[src/rtl/irq_cycle_pkg.sv]
package irq_cycle_pkg;
  localparam int unsigned CYC_STEPS = 3;

  typedef enum logic [1:0] {
    STEP_SAVE  = 2'd0,
    STEP_STORE = 2'd1,
    STEP_ENTER = 2'd2
  } irq_step_e;

  typedef struct packed {
    logic ar_clr;
    logic tr_load_pc;
    logic mem_wr;
    logic pc_clr;
    logic pc_inc;
    logic sc_clr;
  } irq_strobes_t;
endpackage

[src/rtl/irq_step_decode.sv]
module irq_step_decode #(
  parameter int unsigned SC_W = 4
) (
  input  logic [SC_W-1:0]                         seq_step,
  output logic [irq_cycle_pkg::CYC_STEPS-1:0]     step_hot,
  output logic                                    past_fetch
);
  localparam int unsigned NSTEP = irq_cycle_pkg::CYC_STEPS;

  for (genvar i = 0; i < NSTEP; i++) begin : g_step
    assign step_hot[i] = (seq_step == SC_W'(i));
  end

  always_comb begin
    past_fetch = ~(|step_hot);
  end
endmodule

[src/rtl/irq_enable_flag.sv]
module irq_enable_flag (
  input  logic clk,
  input  logic rst_n,
  input  logic set_req,
  input  logic clr_req,
  input  logic cycle_end,
  output logic en_q
);
  logic en_d;

  always_comb begin
    en_d = en_q;
    if (cycle_end)    en_d = 1'b0;
    else if (clr_req) en_d = 1'b0;
    else if (set_req) en_d = 1'b1;
  end

  always_ff @(posedge clk or negedge rst_n) begin
    if (!rst_n) en_q <= 1'b0;
    else        en_q <= en_d;
  end
endmodule

[src/rtl/irq_request_latch.sv]
module irq_request_latch #(
  parameter int unsigned N_SRC = 2
) (
  input  logic             clk,
  input  logic             rst_n,
  input  logic [N_SRC-1:0] dev_ready,
  input  logic             en_q,
  input  logic             past_fetch,
  input  logic             cycle_end,
  output logic             req_q
);
  logic any_ready;
  logic set_ok;
  logic req_d;

  always_comb begin
    any_ready = |dev_ready;
    set_ok    = past_fetch & en_q & any_ready;
    req_d     = req_q;
    if (req_q && cycle_end) req_d = 1'b0;
    else if (set_ok)        req_d = 1'b1;
  end

  always_ff @(posedge clk or negedge rst_n) begin
    if (!rst_n) req_q <= 1'b0;
    else        req_q <= req_d;
  end
endmodule

[src/rtl/irq_strobe_gen.sv]
module irq_strobe_gen
  import irq_cycle_pkg::*;
(
  input  logic                 req_q,
  input  logic [CYC_STEPS-1:0] step_hot,
  output irq_strobes_t         strb,
  output logic                 cycle_end
);
  always_comb begin
    strb            = '0;
    strb.ar_clr     = req_q & step_hot[STEP_SAVE];
    strb.tr_load_pc = req_q & step_hot[STEP_SAVE];
    strb.mem_wr     = req_q & step_hot[STEP_STORE];
    strb.pc_clr     = req_q & step_hot[STEP_STORE];
    strb.pc_inc     = req_q & step_hot[STEP_ENTER];
    strb.sc_clr     = req_q & step_hot[STEP_ENTER];
    cycle_end       = req_q & step_hot[STEP_ENTER];
  end
endmodule

[src/rtl/irq_cycle_ctrl.sv]
module irq_cycle_ctrl
  import irq_cycle_pkg::*;
#(
  parameter int unsigned SC_W  = 4,
  parameter int unsigned N_SRC = 2
) (
  input  logic             clk,
  input  logic             rst_n,
  input  logic [SC_W-1:0]  seq_step,
  input  logic [N_SRC-1:0] dev_ready,
  input  logic             ien_on,
  input  logic             ien_off,
  output logic             irq_active,
  output logic             int_enabled,
  output logic             fetch_go,
  output logic             ar_clr,
  output logic             tr_load_pc,
  output logic             mem_wr,
  output logic             pc_clr,
  output logic             pc_inc,
  output logic             sc_clr
);
  logic [CYC_STEPS-1:0] step_hot;
  logic                 past_fetch;
  logic                 cycle_end;
  logic                 en_q;
  logic                 req_q;
  irq_strobes_t         strb;

  irq_step_decode #(.SC_W(SC_W)) u_dec (
    .seq_step   (seq_step),
    .step_hot   (step_hot),
    .past_fetch (past_fetch)
  );

  irq_enable_flag u_en (
    .clk       (clk),
    .rst_n     (rst_n),
    .set_req   (ien_on),
    .clr_req   (ien_off),
    .cycle_end (cycle_end),
    .en_q      (en_q)
  );

  irq_request_latch #(.N_SRC(N_SRC)) u_req (
    .clk        (clk),
    .rst_n      (rst_n),
    .dev_ready  (dev_ready),
    .en_q       (en_q),
    .past_fetch (past_fetch),
    .cycle_end  (cycle_end),
    .req_q      (req_q)
  );

  irq_strobe_gen u_strb (
    .req_q     (req_q),
    .step_hot  (step_hot),
    .strb      (strb),
    .cycle_end (cycle_end)
  );

  assign irq_active  = req_q;
  assign int_enabled = en_q;
  assign fetch_go    = ~req_q;
  assign ar_clr      = strb.ar_clr;
  assign tr_load_pc  = strb.tr_load_pc;
  assign mem_wr      = strb.mem_wr;
  assign pc_clr      = strb.pc_clr;
  assign pc_inc      = strb.pc_inc;
  assign sc_clr      = strb.sc_clr;
endmodule

[config.mk]
export PLATFORM = sky130hd
export DESIGN_NAME = irq_cycle_ctrl
export DESIGN_NICKNAME = d
export VERILOG_FILES = /design/src/rtl/irq_cycle_pkg.sv /design/src/rtl/irq_step_decode.sv /design/src/rtl/irq_enable_flag.sv /design/src/rtl/irq_request_latch.sv /design/src/rtl/irq_strobe_gen.sv /design/src/rtl/irq_cycle_ctrl.sv
export SDC_FILE = /design/constraint.sdc
export NUM_CORES = 1
export LEC_CHECK = 0
export ABC_AREA = 1
export BUFFER_PORTS_ARGS = -buffer_cell sky130_fd_sc_hd__buf_2
export CORE_AREA = 2 2 39 41
export CTS_CLUSTER_SIZE = 24
export DETAILED_ROUTE_END_ITERATION = 7
export DIE_AREA = 0 0 41 43
export SLEW_MARGIN = 20
export SYNTH_ARGS = -nofsm -noshare
export SYNTH_HDL_FRONTEND = slang
export SYNTH_SLANG_ARGS = --single-unit
[constraint.sdc]
create_clock -name clk -period 1.5 [get_ports clk]
set_input_delay 0.15 -clock clk [delete_from_list [all_inputs] [get_ports clk]]
set_output_delay 0.15 -clock clk [all_outputs]
set_load 0.01 [all_outputs]
Yosys cells after proc, flatten, opt, wreduce, memory -nomap -nowiden. Cells that the tools add are included. Widths: inputs -> output; s select.

Register bits: 2. Latch bits: 0. Memory bits (writable): 0. Memory bits (read-only): 0. Input port bits: 10. Output and inout bits: 9. Logic and storage cells: 22. Memories kept: 0.

Add/sub/neg operators: 0. Multipliers: 0. Divide/modulo/power cells: 0. Magnitude comparators: 0. Eq/ne operators: 2. Shift operators: 0. Multiplexer cells: 5. Bitwise operators: 7. Reduce and logical (&&, ||, !) cells: 6.

Operators with widths (count): $and 1x1->1 (5); $mux 1 (5); $eq 4x1->1 const B (1); $eq 4x2->1 const B (1); $logic_not 4->1 (1); $reduce_bool 3->1 (1); $reduce_or 3->1 (1); $not 1->1 (2); $reduce_bool 2->1 (1); $reduce_or 2->1 (1); $logic_and 1x1->1 (1).

Logic depth before layout (Yosys ltp).
Depth after elaboration: 7. Gate-level depth with buffers: 5. Mapped depth without buffers: 4.

Hierarchy. Synthesis repeated with hierarchy kept, for this count alone.

Cell total of the unflattened synthesis: 40. Area total of the unflattened synthesis: 211.5 um^2.

By module, submodules not included: irq_request_latch (times used 1, cells an instance 10, area each 58.8 um^2, seq. area each 25.0 um^2); irq_step_decode (times used 1, cells an instance 13, area each 52.6 um^2, seq. area each 0.0 um^2); irq_strobe_gen (times used 1, cells an instance 10, area each 52.6 um^2, seq. area each 0.0 um^2); irq_enable_flag (times used 1, cells an instance 6, area each 43.8 um^2, seq. area each 25.0 um^2); irq_cycle_ctrl (times used 1, cells an instance 1, area each 3.8 um^2, seq. area each 0.0 um^2).

Worst setup path before layout. Ideal clock, no wire load.

Kind: register to output. Start point: register u_req.req_q. End point: output tr_load_pc. Data arrival time: 1.006 ns. Required time: 1.350 ns. Path slack: 0.344 ns. Stages on the path, launching flop included: 6. Buffers on the path: 1. Cells stage by stage: dfrtp_1 -> inv_2 -> nor2_1 -> nand2_1 -> nor2_1 -> buf_4.

Longest elaborated chain between the ends: 1.

Ends and longest elaborated chain: from (decl) (RTL line irq_request_latch.sv:10) `output logic req_q`; from (signal assigned) (RTL line irq_request_latch.sv:26) `else req_q <= req_d;`; $and 1x1->1; to (decl) (RTL line irq_cycle_ctrl.sv:17) `output logic tr_load_pc,`.

Every way passes these cells.

Worst setup path after layout.
Start point: register u_req.req_q. End point: output ar_clr.

Longest elaborated chain between the ends: 1.

Ends and longest elaborated chain: $and 1x1->1 (RTL line irq_strobe_gen.sv:11) `strb.ar_clr = req_q & step_hot[STEP_SAVE];`; to (decl) (RTL line irq_cycle_ctrl.sv:16) `output logic ar_clr,`.

Every way passes these cells.

==> results.md <==
- The root buffer cell chosen for the clock tree is clkbuf_4.
- In this run, placement finished with an instance count of between 50 and 60.
- The smallest hold slack is approximately 0.086 ns.
- The via total after detailed routing is a little over 200.
- Dividing the detail-routed wire length by the instance count gives about 7.5 um.
- The leakage power figure is about 0.17 nW.
- The worst setup path is launched from a flop.
- Once layout is done, the placed cells without fillers occupy 296.5 um^2.
- The core box area is 1384 um^2.
- The die span in x is 41 um.
- The congestion estimate from routability-driven global placement came to between 0.5 and 0.6.
- The run finished with clean final reports.
- Summed over all layers, the routed wires come to 441 um.
- The setup TNS is 0 ns.
- The number of ports placed on the die boundary is 19.
- The buffer depth of the longest clock path is 2.
- The wire length on met2 is around 270 um.
- Ranked by total cell area, the synthesized netlist is headed by dfrtp_1, buf_4, nor2_1.
- Setup repair after global routing left no endpoint under its margin.
- The first global-routing pass estimated around 610 um of wire.
- The floorplan die height is 43 um.
- The register bit count reported by yosys is 2.
- The cell at the slowest stage of the critical path is dfrtp_1.
- The sequential area share after synthesis is roughly 28%.
- The cell area after placement is roughly 260 um^2.
- The routed design uses about 52 um of met3 wire.
- Entering global routing, the biggest net connects 5 pins.
- The initial antenna violation count is 0.
- For flop-to-flop paths, the worst setup slack is 0.72 ns.
- The effective utilization at floorplan is roughly an eighth.
- The summed instance area of the synthesized netlist is 176.4 um^2.
- Headroom to the max-slew limit came out at approximately nine tenths.
- In the routed design, unresolved DRC markers number 0.
- The final net count is 55.
- The area overhead of the layout relative to synthesis is 68.09%.
- In the final layout, the share of cells above drive strength 1 is approximately 65%.
- Once detailed placement completed, the half-perimeter wirelength came to about 370 um.
- Setup violations remaining at the end of the flow were counted as 0.
- The instance count of the mapped netlist is 24.
- The kind of capture point of the worst setup path is an output pin.
- The floorplan has 14 rows.
- For this run, the detailed router's first-pass iteration total came to 1.
- The required time at the endpoint of the critical path is ~1.4 ns.
- The total count of hold-check failures in the final report is 0.
- The power density relative to cell area is slightly below 900 nW/um^2.
- The number of buffers added by the clock tree synthesis step is 3.
- During placement, the flow inserted port buffers numbering 18.
- The power consumption is about 260 uW.
- The total of warnings raised by yosys is 0.
- The uppermost metal layer occupied by signal nets is met3.
- The first routing iteration left 0 violations.
- The worst path in the final design needs a cycle of between 1 and 1.5 ns, including I/O delays and setup.
- IR analysis of the VDD net gives a maximum drop of roughly 0.00015 V.
- The fraction of synthesized cell area taken by the top area cell type is roughly 28%.
- At the worst endpoint, the arrival time is 1.07 ns.
- Global routing finished with a remaining overflow of 0.
- Once detail routing completed, the nets flagged for antenna violations numbered 0.
- The overall die area is 1763 um^2.
- The setup clock skew after layout is around 0.0033 ns.
- For the worst-skew pair, the clock arrives at the later sink with an insertion delay of approximately 0.23 ns.
- The cell taking the most area after synthesis is dfrtp_1.
- The via count of the first global-routing pass is approximately 180.
- By instance count, the cell type seen most on the critical path is nor2_1.
- The via count normalized by instance count is 3.475.
- The number of nets handed over by synthesis was 34.
- The detailed router put a total of between 100 and 150 um of wire on met1.
- The number of distinct library cells after synthesis is 10.
- The depth of the CTS H-tree is 1.
- The critical path goes through inv_2 -> nor2_1 -> nand2_1 -> nor2_1 -> buf_2.
- The largest driver fanout on the critical path is 3.
- TritonCTS built the clock tree.
- The final clock period utilization by the worst path is a little over 80%.
- The repair_antennas step left the layout with diodes totalling 0.
- The aggregate global-route resource usage is under 10%.
- After synthesis, the mean cell area works out to between 7 and 8 um^2.
- The max-slew violation total from the final report is 0.
- The worst hold path belongs to the class in -> reg.
- The longest individual stage delay on the worst path is 0.38 ns.
- The slew at the pin closest to its max-slew limit is roughly 0.13 ns.
- The tool flagged a number of max-cap violations equal to 0.
- The peak clock frequency supported by timing is ~820 MHz.
- The setup path with the least slack is of type reg -> out.
- The finished layout holds between 50 and 60 standard cells, fillers aside.
- The number of clock sinks is 2.
- The clock transition at the registers of the reported paths is roughly 0.03 ns.
layout by cell type, fill, tap and decap left out:
master	count
nor3_2	1
nor2_1	6
inv_1	2
dfrtp_1	2
dlygate4sd3_1	1
nand2_1	4
inv_2	2
a21oi_2	1
nor2_4	2
clkbuf_4	3
nand3_2	1
buf_2	18
synthesized netlist by cell type, drive strengths merged:
master / instances
nor3: 1
inv: 4
nand2: 4
dfrtp: 2
buf: 3
a21oi: 1
nor2: 8
nand3: 1
worst paths after layout:
check	startpoint	endpoint	depth (start not counted)
worst max register to register	u_req.req_q	u_en.en_q	3
worst min-delay path	ien_off	u_en.en_q	2
worst max-delay path	u_req.req_q	ar_clr	5
min in group asynchronous	rst_n	u_req.req_q	2
worst min register to register	u_req.req_q	u_req.req_q	2
max in group asynchronous	rst_n	u_en.en_q	2
what timing repair did:
item,CTS,global route
gates resized for setup,0,0
setup buffers,0,0
endpoints found under the hold margin,2,0
hold buffers,1,0
area by class of cell:
type | count | area [um^2]
Clock buffer | 3 | 22.52
Fill cell | 171 | 1087
Inverter | 4 | 15.01
Multi-Input combinational cell | 15 | 88.84
Sequential cell | 2 | 50.05
Tap cell | 16 | 20.02
Timing Repair Buffer | 19 | 100.1
sequential cells by signal, summed over array words and instances (netlist names):
register / flops
u_en.en_q: 1
u_req.req_q: 1
critical path: cells and delay by family (launching register included):
kind	cells	cell delay, ns
DFF	1	0.38
and+or+nand+nor	3	0.26
buffers and inverters	2	0.20
stage by stage:
step	setup slack [ns]	util (%)
6_report	0.2801	21.43
5_1_grt	0.1814	21.43
4_1_cts	0.2555	21.43
3_5_place_dp	0.5078	19.08
3_3_place_gp	0.5320	19.08
2_1_floorplan	0.3444	-
cells by family after synthesis:
family	after synthesis	share of synthesized area, %
compound gates	1	4.965
simple gates	14	45.39
buf+inv	7	21.28
flops	2	28.37
report_power, final:
group	leakage, nW	internal, mW	switching (mW)
sequential	0.0227	0.0607	0.00586
clock	0.0138	0.0884	0.0324
combinational	0.132	0.0322	0.0374
per-layer routing:
layer  vias up  global-route usage (%)
met5         -                       0
met4         0                   8.000
met3         0                   3.141
met2         8                   10.00
met1        90                   3.195
li1        107                       -
(Power assumes the default switching activity.)
